### config.mk
export PLATFORM = sky130hd
export DESIGN_NAME = blkmv_dma
export DESIGN_NICKNAME = d
export VERILOG_FILES = /design/src/rtl/blkmv_pkg.sv /design/src/rtl/blkmv_seq.sv /design/src/rtl/blkmv_path.sv /design/src/rtl/blkmv_irq.sv /design/src/rtl/blkmv_dma.sv
export SDC_FILE = /design/constraint.sdc
export NUM_CORES = 1
export LEC_CHECK = 0
export BUFFER_PORTS_ARGS = -buffer_cell sky130_fd_sc_hd__buf_2
export CAP_MARGIN = 10
export CORE_MARGIN = 4
export CORE_UTILIZATION = 31
export CTS_CLUSTER_DIAMETER = 120
export DETAILED_ROUTE_END_ITERATION = 8
export GPL_ROUTABILITY_DRIVEN = 0
export SETUP_SLACK_MARGIN = 0.3
export SLEW_MARGIN = 0
export SYNTH_ARGS = -nofsm -noshare
export SYNTH_HDL_FRONTEND = slang
export SYNTH_SLANG_ARGS = --single-unit
### constraint.sdc
create_clock -name clk -period 3.5 [get_ports clk]
set_clock_uncertainty 0.2 [all_clocks]
set_input_delay 0.175 -clock clk [delete_from_list [all_inputs] [get_ports clk]]
set_output_delay 0.175 -clock clk [all_outputs]
set_load 0.1 [all_outputs]
### src/rtl/blkmv_pkg.sv
// Shared types for the block copy engine.
// Assumes a four-word descriptor laid out as source, destination, mode, count.
package blkmv_pkg;
    typedef enum logic [2:0] {
        ST_IDLE,    // waiting for start
        ST_CREQ,    // requesting bus for descriptor fetch
        ST_CFETCH,  // streaming descriptor reads
        ST_XREQ,    // requesting bus for one data word
        ST_XWR,     // writing the word just read
        ST_XGAP     // bus released between words
    } blk_state_t;

    localparam int CMD_WORDS = 4;
    localparam int FLD_SRC   = 0;
    localparam int FLD_DST   = 1;
    localparam int FLD_MODE  = 2;
    localparam int FLD_CNT   = 3;
endpackage

### src/rtl/blkmv_seq.sv
// Job sequencer: walks the descriptor fetch and the per-word copy loop.
// Assumes bus_gnt, once given, stays high while bus_req stays high.
module blkmv_seq
    import blkmv_pkg::*;
#(
    parameter int KW = 3
) (
    input  logic          clk,
    input  logic          rst_n,
    input  logic          start,
    input  logic          bus_gnt,
    input  logic          rd_zero,
    input  logic          last_word,
    output blk_state_t    state,
    output logic [KW-1:0] fidx,
    output logic          done_evt
);
    localparam logic [KW-1:0] FIDX_END = KW'(CMD_WORDS);

    // State and descriptor-index register update.
    always_ff @(posedge clk) begin
        if (!rst_n) begin
            state <= ST_IDLE;
            fidx  <= '0;
        end else begin
            case (state)
                ST_IDLE:   if (start) state <= ST_CREQ;
                ST_CREQ:   if (bus_gnt) begin
                               state <= ST_CFETCH;
                               fidx  <= KW'(1);
                           end
                ST_CFETCH: if (fidx == FIDX_END) state <= rd_zero ? ST_IDLE : ST_XREQ;
                           else fidx <= fidx + KW'(1);
                ST_XREQ:   if (bus_gnt) state <= ST_XWR;
                ST_XWR:    state <= last_word ? ST_IDLE : ST_XGAP;
                ST_XGAP:   state <= ST_XREQ;
                default:   state <= ST_IDLE;
            endcase
        end
    end

    // Completion strobe: empty job after fetch, or last word written.
    always_comb begin
        done_evt = ((state == ST_CFETCH) && (fidx == FIDX_END) && rd_zero)
                || ((state == ST_XWR) && last_word);
    end
endmodule

### src/rtl/blkmv_path.sv
// Address and count datapath plus bus/memory strobe decode.
// Assumes synchronous memory: read data is valid the cycle after mem_re.
module blkmv_path
    import blkmv_pkg::*;
#(
    parameter int AW = 16,
    parameter int DW = 16,
    parameter int KW = 3
) (
    input  logic          clk,
    input  logic          rst_n,
    input  blk_state_t    state,
    input  logic [KW-1:0] fidx,
    input  logic          start,
    input  logic [AW-1:0] cmd_addr,
    input  logic          bus_gnt,
    input  logic [DW-1:0] mem_rdata,
    output logic          bus_req,
    output logic [AW-1:0] mem_addr,
    output logic          mem_re,
    output logic          mem_we,
    output logic [DW-1:0] mem_wdata,
    output logic          last_word,
    output logic          rd_zero
);
    localparam logic [KW-1:0] FIDX_END = KW'(CMD_WORDS);

    logic [AW-1:0] base_q;
    logic [AW-1:0] src_q;
    logic [AW-1:0] dst_q;
    logic          swap_q;
    logic [DW-1:0] cnt_q;
    logic          fetching;

    assign fetching = (state == ST_CFETCH) && (fidx != FIDX_END);

    // Latch descriptor fields and step pointers and count per word.
    always_ff @(posedge clk) begin
        if (!rst_n) begin
            base_q <= '0;
            src_q  <= '0;
            dst_q  <= '0;
            swap_q <= 1'b0;
            cnt_q  <= '0;
        end else begin
            if (state == ST_IDLE && start) base_q <= cmd_addr;
            if (state == ST_CFETCH) begin
                if (fidx == KW'(FLD_SRC + 1))  src_q  <= AW'(mem_rdata);
                if (fidx == KW'(FLD_DST + 1))  dst_q  <= AW'(mem_rdata);
                if (fidx == KW'(FLD_MODE + 1)) swap_q <= mem_rdata[0];
                if (fidx == KW'(FLD_CNT + 1))  cnt_q  <= mem_rdata;
            end
            if (state == ST_XWR) begin
                src_q <= src_q + AW'(1);
                dst_q <= dst_q + AW'(1);
                cnt_q <= cnt_q - DW'(1);
            end
        end
    end

    // Strobe, address and data decode for the current state.
    always_comb begin
        bus_req   = (state == ST_CREQ) || fetching || (state == ST_XREQ) || (state == ST_XWR);
        mem_re    = ((state == ST_CREQ) && bus_gnt) || fetching || ((state == ST_XREQ) && bus_gnt);
        mem_we    = (state == ST_XWR);
        mem_wdata = (state == ST_XWR) ? mem_rdata : '0;
        case (state)
            ST_CREQ:   mem_addr = base_q;
            ST_CFETCH: mem_addr = base_q + AW'(fidx);
            ST_XREQ:   mem_addr = swap_q ? dst_q : src_q;
            ST_XWR:    mem_addr = swap_q ? src_q : dst_q;
            default:   mem_addr = '0;
        endcase
    end

    assign last_word = (cnt_q == DW'(1));
    assign rd_zero   = (mem_rdata == '0);
endmodule

### src/rtl/blkmv_irq.sv
// Sticky completion flag with write-1 clear; a set in the same cycle wins.
module blkmv_irq (
    input  logic clk,
    input  logic rst_n,
    input  logic set_evt,
    input  logic clr,
    output logic flag
);
    // Set has priority over clear.
    always_ff @(posedge clk) begin
        if (!rst_n)       flag <= 1'b0;
        else if (set_evt) flag <= 1'b1;
        else if (clr)     flag <= 1'b0;
    end
endmodule

### src/rtl/blkmv_dma.sv
// Top of the block copy engine: fetches a descriptor, copies words one
// read/write pair at a time under request/grant, flags completion once.
// Assumes the arbiter holds bus_gnt while bus_req stays high.
module blkmv_dma
    import blkmv_pkg::*;
#(
    parameter int AW = 16,
    parameter int DW = 16
) (
    input  logic          clk,
    input  logic          rst_n,
    input  logic          start,
    input  logic [AW-1:0] cmd_addr,
    input  logic          irq_clr,
    output logic          bus_req,
    input  logic          bus_gnt,
    output logic [AW-1:0] mem_addr,
    output logic          mem_re,
    output logic          mem_we,
    output logic [DW-1:0] mem_wdata,
    input  logic [DW-1:0] mem_rdata,
    output logic          busy,
    output logic          irq
);
    localparam int KW = $clog2(CMD_WORDS + 1);

    blk_state_t    state;
    logic [KW-1:0] fidx;
    logic          done_evt;
    logic          last_word;
    logic          rd_zero;

    blkmv_seq #(.KW(KW)) u_seq (
        .clk(clk), .rst_n(rst_n), .start(start), .bus_gnt(bus_gnt),
        .rd_zero(rd_zero), .last_word(last_word),
        .state(state), .fidx(fidx), .done_evt(done_evt)
    );

    blkmv_path #(.AW(AW), .DW(DW), .KW(KW)) u_path (
        .clk(clk), .rst_n(rst_n), .state(state), .fidx(fidx),
        .start(start), .cmd_addr(cmd_addr), .bus_gnt(bus_gnt),
        .mem_rdata(mem_rdata), .bus_req(bus_req), .mem_addr(mem_addr),
        .mem_re(mem_re), .mem_we(mem_we), .mem_wdata(mem_wdata),
        .last_word(last_word), .rd_zero(rd_zero)
    );

    blkmv_irq u_irq (
        .clk(clk), .rst_n(rst_n), .set_evt(done_evt), .clr(irq_clr), .flag(irq)
    );

    assign busy = (state != ST_IDLE);
endmodule

==> results.toml <==
[min_path]
holdCritPathClass = "input pin to flop"
hold_start = "mem_rdata[3]"

[critical_path]
path_buf_inv = 2
slowest_delay_ns = 0.43
cp_slowest_cell = "fa_2"
worst_ep_required_time_ns = 3.12
crit_chain = "inv_1 -> fa_2 -> nor2b_2 -> o211a_4 -> nand3_2 -> o311a_1 -> or3_1 -> buf_12"
path_class = "flop to output port"
critPathMaxFanout = 5
reg2reg_from = "u_seq.state[1]$_SDFFE_PN0P_"
path_delay_family = "simple AND/OR/NAND/NOR gates"
cp-start-kind = "flop"
critPathLaunch = "u_seq.fidx[1]$_SDFFE_PN0P_"
critPathArrivalTime_ns = 2.76
endpoint_kind = "output port"

[floorplanning]
die_w_um = 134.6
dieArea_mm2 = 0.01813
io_pins = 74
core-area_mm2 = 0.01577
rows = 46
die_h_um = 134.6
floorplan.initialDensity_pct = 31.52

[placement]
dpl_worst_slack_ns = 0.6743
placed_area_mm2 = 0.005629
port_buffers = 73
hpwlAfterDp_um = 11310

[sta]
setup_slack_ns = 0.3609
hold_viol_final = 0
setup_viol = 0
rsz0062_at_grt = "true"
post-route-period-util_pct = 89.69
tightest_slew_ns = 0.7317
clock.fmax_ghz = 0.3186
relSlewSlack_pct = 50.99
fin_tns_setup_ns = 0
maxSlewViolCount = 0
period_needed_ns = 3.139

[logic_synthesis]
synth-edff-count = 0
synth_xor_area_share_pct = 2.995
synth_compound_area_share_pct = 24.74
synth_top_cell_by_area = "dfxtp_1"
synthAdderAreaFrac_pct = 3.423
muxShareOfSynthArea_pct = 4.304
synthTopCellsByArea = "dfxtp_1, nand2_1, a21oi_1"
synth_most_common_cell = "nand2_1"
ys_top_cells_by_count = "nand2_1, dfxtp_1, a21oi_1"
syn_inst = 677
synth_top_area_share_pct = 29.00
synth-seq-cells = 72
synthFlopType = "dfxtp_1"
syn-num-nets = 727
yosysSeqAreaShare_pct = 29.00
async_reset_ff_share_pct = 0
synth_simple_gate_area_share_pct = 30.18
synth_top_family_by_area = "simple AND/OR/NAND/NOR gates"
yosys.cell_types.count = 67
synth_warnings = 0
syn_area_per_cell_um2 = 7.343
synth.cell_area_mm2 = 0.004971

[clock_tree]
cts_sinks = 72
cts_tree = "built"
clockBufferDepth = 2
clockRootBuffer = "clkbuf_16"
htree_levels = 3
clk_pin_slew_ns = 0.06
numCtsBuffers = 9
clock_latency_ns = 0.35
cts_setup_buffers = 0

[route]
postRouteWirelength_um = 16200
viasPerCell = 5.479
first_pass_iters = 6
num_vias = 5304
ant_nets = 0
drc_errors = 0
wire_per_inst_um = 16.74
drtIter0Drc = 481

[global_route]
grt_first_pass_wirelength_um = 26280
grt_start_max_net_pins = 59
antenna_found_initial = 0
grt_pass1_vias = 4869
gr-usage-all-layers_pct = 18.09
grt.overflow.total = 0

[cells_and_area]
areaGrowthSynthToFinish_pct = 26.10
antenna_cells = 0
final_area_mm2 = 0.006269
drive_above_1_share_pct = 16.49
fin_nets = 797
utilization_pct = 39.75

[pwr]
p_leak_nw = 2.302
p_per_area_mw_per_mm2 = 622.4
peakVddDrop_mv = 0.3869

[outcome]
outcome = "completed"

[job]
cap_violations = 0
## area by class of cell
class	count	area, µm²
well taps	216	270.3
clock inverters	7	120.1
fillers	1682	9502
flip-flops and latches	72	1445
inverters	16	60.06
clock buffers	9	225.2
repair buffers	110	843.3
multi-input cells	538	3304
## metal layers
metal,global-route usage (%),up-vias,part of all wire (%)
li1,-,2620,-
met1,24.42,2519,46
met2,29.16,143,47
met3,3.726,22,5.1
met4,5.543,0,1.7
met5,0,-,0
## through the flow
| stage | hold slack (ns) | cells | total power (W) |
|---|---|---|---|
| after detailed placement | 0.2242 | 924 | 0.002801 |
| final | 0.005784 | 968 | 0.003901 |
| after floorplan | 0.1034 | 677 | 0.002394 |
| after global routing | 0.03644 | 968 | 0.004109 |
| after CTS | 0.009547 | 968 | 0.003918 |
| after global placement | 0.2223 | 924 | 0.002787 |
## report_power, final
| part | switching, W | internal [W] |
|---|---|---|
| logic | 0.00123 | 0.000486 |
| clock network | 0.000392 | 0.000697 |
| registers | 0.000177 | 0.000921 |
## worst paths after layout
kind	slack [ns]	cells past startpoint	endpoint
setup / recovery	0.36	8	mem_addr[12]
hold / removal	0.006	3	u_path.src_q[3]$_SDFFE_PN0P_
setup reg to reg	0.87	6	u_path.src_q[9]$_SDFFE_PN0P_
hold reg to reg	0.29	2	u_path.base_q[0]$_SDFFE_PN0P_
## state kept, by name (all words and copies together) (netlist names)
register       flops
u_path.swap_q      1
u_irq.flag         1
u_path.cnt_q      16
u_path.base_q     16
u_path.src_q      16
u_seq.state        3
u_path.dst_q      16
u_seq.fidx         3
## placed cells by master, fill, tap and decap left out, drive strengths merged, types with 4 or more instances in the layout
master,netlist,layout
a22oi,12,12
a211oi,9,9
nand3,27,27
clkbuf,40,9
nor2,56,56
mux2i,18,18
nand2b,4,4
a31oi,4,4
and2,18,18
inv,15,15
nor4,15,15
nor3,17,17
nand4,12,12
dlygate4sd3,0,28
xnor2,7,7
o211a,5,5
dfxtp,72,72
o211ai,10,10
nand2,100,100
a311oi,9,9
a21oi,71,71
ha,12,12
buf,11,82
o21a,4,4
xor2,10,10
a221oi,7,7
clkinv,1,4
and3,14,14
nand3b,6,6
o21ai,37,37
or3,5,5
## worst register-to-register path, cell delays in order, from the launching register on
cell and delay [ns]:
dfxtp_1 0.46, or3b_2 0.57, buf_12 0.22, nor3_1 0.44
and3_1 0.23, mux2_1 0.31, a21oi_1 0.13
## logic make-up after synthesis
logic type	Yosys count
AND/OR/NAND/NOR	294
AO/OA/AOI/OAI	193
flip-flops	72
buffers and inverters	67
multiplexers	21
XOR/XNOR	17
adder cells (fa/ha/maj)	13
## what timing repair did
action | CTS | global route
endpoints found under the hold margin | 35 | 0
hold buffers | 28 | 0
resized for setup | 1 | 2
endpoints found under the setup margin | 1 | 6
Power figures use the tool's default switching activity.
